<file path="config.mk">
export PLATFORM = sky130hd
export DESIGN_NAME = irq_enable_bank
export DESIGN_NICKNAME = d
export VERILOG_FILES = /design/src/rtl/irq_bank_pkg.sv /design/src/rtl/irq_bank_decode.sv /design/src/rtl/irq_enable_word.sv /design/src/rtl/irq_bank_rdmux.sv /design/src/rtl/irq_gate.sv /design/src/rtl/irq_enable_bank.sv
export SDC_FILE = /design/constraint.sdc
export NUM_CORES = 1
export LEC_CHECK = 0
export ABC_AREA = 0
export ABC_CLOCK_PERIOD_IN_PS = 2880
export BUFFER_PORTS_ARGS = -buffer_cell sky130_fd_sc_hd__buf_2
export CORE_ASPECT_RATIO = 1.4
export CORE_UTILIZATION = 48
export DETAILED_ROUTE_END_ITERATION = 6
export PLACE_DENSITY = 0.77
export SLEW_MARGIN = 10
export SYNTH_ARGS = -nofsm -noshare
export SYNTH_HDL_FRONTEND = slang
export SYNTH_SLANG_ARGS = --single-unit
</file>
<file path="constraint.sdc">
create_clock -name clk -period 2.88 [get_ports clk]
set_input_delay 0.432 -clock clk [delete_from_list [all_inputs] [get_ports clk]]
set_output_delay 0.432 -clock clk [all_outputs]
set_load 0.02 [all_outputs]
</file>
<file path="src/rtl/irq_bank_pkg.sv">
package irq_bank_pkg;
  // Register group selected by the upper address bits; the order fixes the map.
  typedef enum logic [1:0] {
    GRP_ENABLE = 2'd0,
    GRP_SET    = 2'd1,
    GRP_CLEAR  = 2'd2,
    GRP_PEND   = 2'd3
  } reg_grp_e;
endpackage

</file>
<file path="src/rtl/irq_bank_decode.sv">
module irq_bank_decode
  import irq_bank_pkg::*;
#(
  parameter int NUM_WORDS = 2,
  parameter int WIDX_W    = 1,
  parameter int ADDR_W    = 3
) (
  input  logic [ADDR_W-1:0]    addr,
  input  logic                 we,
  output logic [NUM_WORDS-1:0] set_stb,
  output logic [NUM_WORDS-1:0] clr_stb,
  output reg_grp_e             grp,
  output logic [WIDX_W-1:0]    word
);
  assign grp  = reg_grp_e'(addr[ADDR_W-1:WIDX_W]);
  assign word = addr[WIDX_W-1:0];

  for (genvar w = 0; w < NUM_WORDS; w++) begin : g_stb
    assign set_stb[w] = we && (grp == GRP_SET)   && (word == WIDX_W'(w));
    assign clr_stb[w] = we && (grp == GRP_CLEAR) && (word == WIDX_W'(w));
  end
endmodule

</file>
<file path="src/rtl/irq_enable_word.sv">
module irq_enable_word #(
  parameter int DATA_W = 32
) (
  input  logic              clk,
  input  logic              rst_n,
  input  logic              set_stb,
  input  logic              clr_stb,
  input  logic [DATA_W-1:0] wdata,
  output logic [DATA_W-1:0] en_q
);
  logic [DATA_W-1:0] en_d;
  logic              en_ce;

  always_comb begin
    en_d = en_q;
    if (set_stb) en_d = en_q | wdata;
    if (clr_stb) en_d = en_q & ~wdata;
  end

  assign en_ce = set_stb | clr_stb;

  always_ff @(posedge clk or negedge rst_n) begin
    if (!rst_n)     en_q <= '0;
    else if (en_ce) en_q <= en_d;
  end
endmodule

</file>
<file path="src/rtl/irq_bank_rdmux.sv">
module irq_bank_rdmux
  import irq_bank_pkg::*;
#(
  parameter int NUM_CH    = 64,
  parameter int DATA_W    = 32,
  parameter int NUM_WORDS = 2,
  parameter int WIDX_W    = 1
) (
  input  reg_grp_e            grp,
  input  logic [WIDX_W-1:0]   word,
  input  logic [NUM_CH-1:0]   en_vec,
  input  logic [NUM_CH-1:0]   pend,
  output logic [DATA_W-1:0]   rd_next
);
  logic [DATA_W-1:0] en_words   [NUM_WORDS];
  logic [DATA_W-1:0] pend_words [NUM_WORDS];

  for (genvar w = 0; w < NUM_WORDS; w++) begin : g_split
    assign en_words[w]   = en_vec[w*DATA_W +: DATA_W];
    assign pend_words[w] = pend[w*DATA_W +: DATA_W];
  end

  always_comb begin
    unique case (grp)
      GRP_ENABLE: rd_next = en_words[word];
      GRP_PEND:   rd_next = pend_words[word];
      default:    rd_next = '0;
    endcase
  end
endmodule

</file>
<file path="src/rtl/irq_gate.sv">
module irq_gate #(
  parameter int NUM_CH = 64
) (
  input  logic              clk,
  input  logic              rst_n,
  input  logic [NUM_CH-1:0] pend,
  input  logic [NUM_CH-1:0] en_vec,
  output logic              irq_q
);
  logic irq_d;

  assign irq_d = |(pend & en_vec);

  always_ff @(posedge clk or negedge rst_n) begin
    if (!rst_n) irq_q <= 1'b0;
    else        irq_q <= irq_d;
  end
endmodule

</file>
<file path="src/rtl/irq_enable_bank.sv">
module irq_enable_bank
  import irq_bank_pkg::*;
#(
  parameter int NUM_CH = 64,
  parameter int DATA_W = 32,
  localparam int NUM_WORDS = NUM_CH / DATA_W,
  localparam int WIDX_W    = (NUM_WORDS > 1) ? $clog2(NUM_WORDS) : 1,
  localparam int ADDR_W    = WIDX_W + 2
) (
  input  logic              clk,
  input  logic              rst_n,
  input  logic [ADDR_W-1:0] bus_addr,
  input  logic [DATA_W-1:0] bus_wdata,
  input  logic              bus_we,
  input  logic              bus_re,
  output logic [DATA_W-1:0] bus_rdata,
  input  logic [NUM_CH-1:0] pend_i,
  output logic              irq_o
);
  // Reset: asserted asynchronously, released through two flops.
  logic [1:0] rst_sync_q;
  logic       rst_int_n;

  always_ff @(posedge clk or negedge rst_n) begin
    if (!rst_n) rst_sync_q <= 2'b00;
    else        rst_sync_q <= {rst_sync_q[0], 1'b1};
  end
  assign rst_int_n = rst_sync_q[1];

  logic [NUM_WORDS-1:0] set_stb, clr_stb;
  reg_grp_e             grp;
  logic [WIDX_W-1:0]    word;
  logic [NUM_CH-1:0]    en_vec;
  logic [DATA_W-1:0]    rd_next;
  logic [DATA_W-1:0]    rdata_q;

  irq_bank_decode #(.NUM_WORDS(NUM_WORDS), .WIDX_W(WIDX_W), .ADDR_W(ADDR_W)) u_dec (
    .addr(bus_addr), .we(bus_we), .set_stb(set_stb), .clr_stb(clr_stb),
    .grp(grp), .word(word)
  );

  for (genvar w = 0; w < NUM_WORDS; w++) begin : g_word
    irq_enable_word #(.DATA_W(DATA_W)) u_en (
      .clk(clk), .rst_n(rst_int_n), .set_stb(set_stb[w]), .clr_stb(clr_stb[w]),
      .wdata(bus_wdata), .en_q(en_vec[w*DATA_W +: DATA_W])
    );
  end

  irq_bank_rdmux #(.NUM_CH(NUM_CH), .DATA_W(DATA_W), .NUM_WORDS(NUM_WORDS),
                   .WIDX_W(WIDX_W)) u_rd (
    .grp(grp), .word(word), .en_vec(en_vec), .pend(pend_i), .rd_next(rd_next)
  );

  always_ff @(posedge clk or negedge rst_int_n) begin
    if (!rst_int_n)  rdata_q <= '0;
    else if (bus_re) rdata_q <= rd_next;
  end
  assign bus_rdata = rdata_q;

  irq_gate #(.NUM_CH(NUM_CH)) u_gate (
    .clk(clk), .rst_n(rst_int_n), .pend(pend_i), .en_vec(en_vec), .irq_q(irq_o)
  );
endmodule

</file>
; Yosys cells after proc, flatten, opt, wreduce, memory -nomap -nowiden
; Cells that the tools add are included.
[totals]
ff_bits = 99
latch_bits = 0
ram_bits = 0
romBits = 0
out_inout_bits = 33
word_cells = 42
mem_count = 0
[op_classes]
n_addsub = 0
mul = 0
n_div = 0
n_lt_le_gt_ge = 1
n_eq_ne = 3
shifts = 0
mux = 11
n_bitwise = 10
reduce_logical = 12
[op_table]
columns = op, count
row1 = two-way mux 32 bit, 10
row2 = bitwise AND 32 bit, 2
row3 = bitwise AND 64 bit, 1
row4 = OR 32 bit, 2
row5 = case mux 32 bit (2 select lines), 1
row6 = OR reduction 64 bit, 1
row7 = inverter 32 bit, 1
row8 = logical AND 1 bit, 6
row9 = "== test 2 bit, second input constant", 2
row10 = AND reduction 2 bit, 2
row11 = nonzero test 2 bit, 2
row12 = "== test 2 x 1 -> 1 bit, second input constant", 1
row13 = "greater-or-equal comparator 2 bit, second input constant", 1
row14 = logical NOT 2 bit, 1
row15 = inverter 1 -> 2 bit, 1
row16 = OR 1 bit, 2
row17 = inverter 1 bit, 1

; Longest topological paths before layout
[depth]
ltp_word = 5
depth_mapped = 7

; Hierarchy
; A second synthesis with hierarchy kept.
[unflattened]
hier_cells = 435
hier_area_um2 = 5221.3
[modules_own_cells]
columns = mod, n_inst, cells_per_inst, area_each_um2, seq_area_each_um2
row1 = irq_enable_word, 2, 102, 1169.9, 800.8
row2 = irq_enable_bank, 1, 71, 1398.8, 850.8
row3 = irq_bank_rdmux, 1, 115, 1024.7, 0.0
row4 = irq_gate, 1, 38, 387.9, 25.0
row5 = irq_bank_decode, 1, 7, 70.1, 0.0

; Worst setup path after synthesis
; No wires, ideal clock.
[synth_timing]
kind = input port to flip-flop
start = in bus_addr[1]
end = reg (tool-made name)
arrival_time_ns = 1.531
setup_slack_ns = 1.211
stages = 7
path_cell_list = inv_1 > ha_1 > o21ai_0 > nor2_2 > buf_2 > a21oi_1 > a31oi_1
[synth_lines]
columns = item, line
row1 = "start, declared", irq_enable_bank.sv:12  ; input logic [ADDR_W-1:0] bus_addr,

==> flow_metrics.py <==
metrics = {
    "setup_path": {
        "cp.arrival_ps": 2210,
        "slowest_delay_ps": 580,
        "crit_type": "register to register",
        "path_cells": "a22o_1, a221oi_1, nand4_1, or4_1",
        "r2r.worst_path.cells": 4,
        "crit_required_ps": 3080,
        "cp_max_fo": 3,
        "cpLargestDelayFamily": "compound AO/OA/AOI/OAI gates",
        "cp-end-kind": "register",
        "path_buf_inv": 0,
        "rrSetupSlack_ps": 870,
        "cp-start-kind": "register",
        "r2r-end": "u_gate.irq_q$_DFF_PN0_",
        "slowest_stage": "a221oi_1",
    },
    "global_route": {
        "grt_first_pass_wirelength_mm": 24.3,
        "grt_util_met1_pct": 39.9,
        "met3_usage_pct": 5.90,
        "antenna_found_initial": 2,
        "grt_max_degree": 65,
        "grt_usage_pct": 30.0,
        "grt_overflow": 0,
        "grtUsageMet2_pct": 45.5,
        "top_usage_layer": "met2",
        "grt_pass1_vias": 4365,
    },
    "floorplan": {
        "die_h_um": 124,
        "initial_utilization_pct": 49.2,
        "core-area_um2": 10300,
        "pin_count": 136,
        "rows": 44,
        "die-width_um": 89.1,
        "die_area_um2": 11000,
    },
    "cells_and_area": {
        "design_area_um2": 6250,
        "layout_common_cells": "buf_2 (135), dfrtp_1 (98), mux2_2 (64), a21oi_1 (64), a31oi_1 (64)",
        "fillers": 912,
        "drive_above_1_share_pct": 39.4,
        "syn_to_final_growth_pct": 22.6,
        "mostFrequentLayoutCell": "buf_2",
        "layoutNonFillerInstCount": 739,
        "nNetsFinal": 701,
    },
    "flow_run": {
        "cap_viol_max_count": 0,
    },
    "sta": {
        "worstMarginPinSlew_ps": 761,
        "fin_worst_skew_ps": 7.27,
        "rsz0062_at_grt": "no",
        "slew_headroom_pct": 49.2,
        "hold_violations": 0,
        "period_minus_slack_ps": 2010,
        "setup_tns_ps": 0,
        "slew_viol_final": 0,
        "finalCritPeriodShare_pct": 69.6,
        "finalSetupViolCount": 0,
        "fmax_mhz": 499,
    },
    "yosys": {
        "yosysUniqueCellTypes": 22,
        "syn_area_um2": 5100,
        "synth_top_area_share_pct": 48.6,
        "syn_area_per_cell_um2": 10.7,
        "synth_nets": 583,
        "synth_area_leaders": "dfrtp_1 (49%), mux2_2 (14%), a31oi_1 (7.9%)",
        "synthCells": 476,
        "yosysWarnings": 0,
        "synth_seq_cells": 99,
        "ys_seq_area_share_pct": 48.6,
        "yosysTopAreaCell": "dfrtp_1",
    },
    "run_status": {
        "run_status": "completed",
    },
    "clocking": {
        "h-tree-depth": 3,
        "cts.clk_slew.worst_paths_ps": 70,
        "clk_latency_ps": 350,
        "cts_buffers": 9,
        "cts_root_buf": "clkbuf_16",
        "post_cts_resized": 0,
        "cts_buffer_depth": 2,
        "cts_tree": "built",
        "cts_sinks": 99,
    },
    "placed_design": {
        "gp_congestion": 0.904,
        "dp.final_hpwl_mm": 11.0,
        "dp.cells": 720,
        "io_buffers": 135,
        "place_area_um2": 5910,
    },
    "detailed_routing": {
        "drt_iter0_drc": 457,
        "num_vias": 4755,
        "ant_nets": 0,
        "wl_per_cell_um": 21.9,
        "wirelength_mm": 16.2,
        "avgViaCountPerCell": 6.43,
        "remaining_drc_errors": 0,
        "first_pass_iters": 5,
    },
    "power": {
        "power_leakage_uw": 0.00264,
        "power_density_nw_per_um2": 636,
        "peakVddDrop_mv": 0.282,
        "totalPowerFinal_uw": 3970,
        "seq_power_share_pct": 45.8,
        "pwr-share-clk_pct": 32.6,
        "switching_share_pct": 30.0,
        "p_switching_uw": 1190,
        "intPower_uw": 2780,
        "comb_power_share_pct": 21.6,
    },
    "hold_path": {
        "min_from": "bus_wdata[31]",
        "min_path_cells": 2,
        "min_path_type": "primary input to register",
    },
}
==> stage by stage <==
step	hold WS (ps)	util, %	setup WS, ps
2_1_floorplan	136	-	1210
3_3_place_gp	216	57.1	712
3_5_place_dp	217	57.1	647
4_1_cts	296	60.3	926
5_1_grt	308	60.3	832
6_report	308	60.3	875
==> synthesized netlist by cell type, drive strengths merged <==
cell type	instances
buf	12
nand4	4
clkbuf	27
o22ai	32
a31oi	64
nor2	2
ha	4
a21oi	64
nand2b	1
dfrtp	99
conb	1
inv	35
mux2	64
and2	1
a22o	16
o21ai	1
or4	1
a22oi	32
a221oi	16
==> worst max-delay path by stage <==
stage / slack (ps) / endpoint / start / cells after the start
final: 870 / u_gate.irq_q$_DFF_PN0_ / register / 4
after floorplan: 1210 / register / bus_addr[1] / 7
after global routing: 830 / register / bus_addr[2] / 8
after global placement: 710 / register / bus_addr[1] / 8
after detailed placement: 650 / register / bus_addr[1] / 8
after CTS: 930 / u_gate.irq_q$_DFF_PN0_ / register / 4
==> power by group through the flow <==
stage | Combinational [uW] | Sequential [uW] | Clock, uW
after floorplan | 502 | 1830 | 0
after global placement | 807 | 1830 | 0
after detailed placement | 839 | 1840 | 0
after CTS | 847 | 1820 | 1300
after global routing | 928 | 1850 | 1370
final | 856 | 1820 | 1290
==> final cells by class <==
class / instances / area [um2] / share of cell area [%]
Clock buffer: 13 / 280 / 4.49
Timing Repair Buffer: 146 / 798 / 12.8
Antenna cell: 2 / 5.00 / 0.0801
Clock inverter: 3 / 43.8 / 0.701
Inverter: 35 / 131 / 2.10
Sequential cell: 99 / 2480 / 39.7
Tap cell: 138 / 173 / 2.76
Multi-Input combinational cell: 303 / 2330 / 37.4
==> worst register-to-register path, delay by kind of cell (launching register included) <==
family	cells	cell delay, ps
AOI/OAI and AO/OA	2	810
and+or+nand+nor	2	620
DFF	1	430
==> logic make-up (layout without fill, tap and decap cells) <==
group	after synthesis	in the layout	synth area share [%]
fa+ha+maj	4	4	0.982
other cells	1	3	0.0736
mux	64	64	14.1
flops	99	99	48.6
compound gates	225	225	29.2
simple gates	9	9	1.23
buf+inv	74	197	5.72
==> routing by layer <==
metal	vias to the layer above	wire length, um
met5	-	11
met4	2	773
met3	63	1440
met2	298	7670
met1	2297	6280
li1	2095	-
==> timing repair <==
action,in CTS,in global routing
hold buffers,1,0
endpoints found under the hold margin,2,0
buffers inserted,0,0
Note: power is estimated with default switching activity, not from simulation.
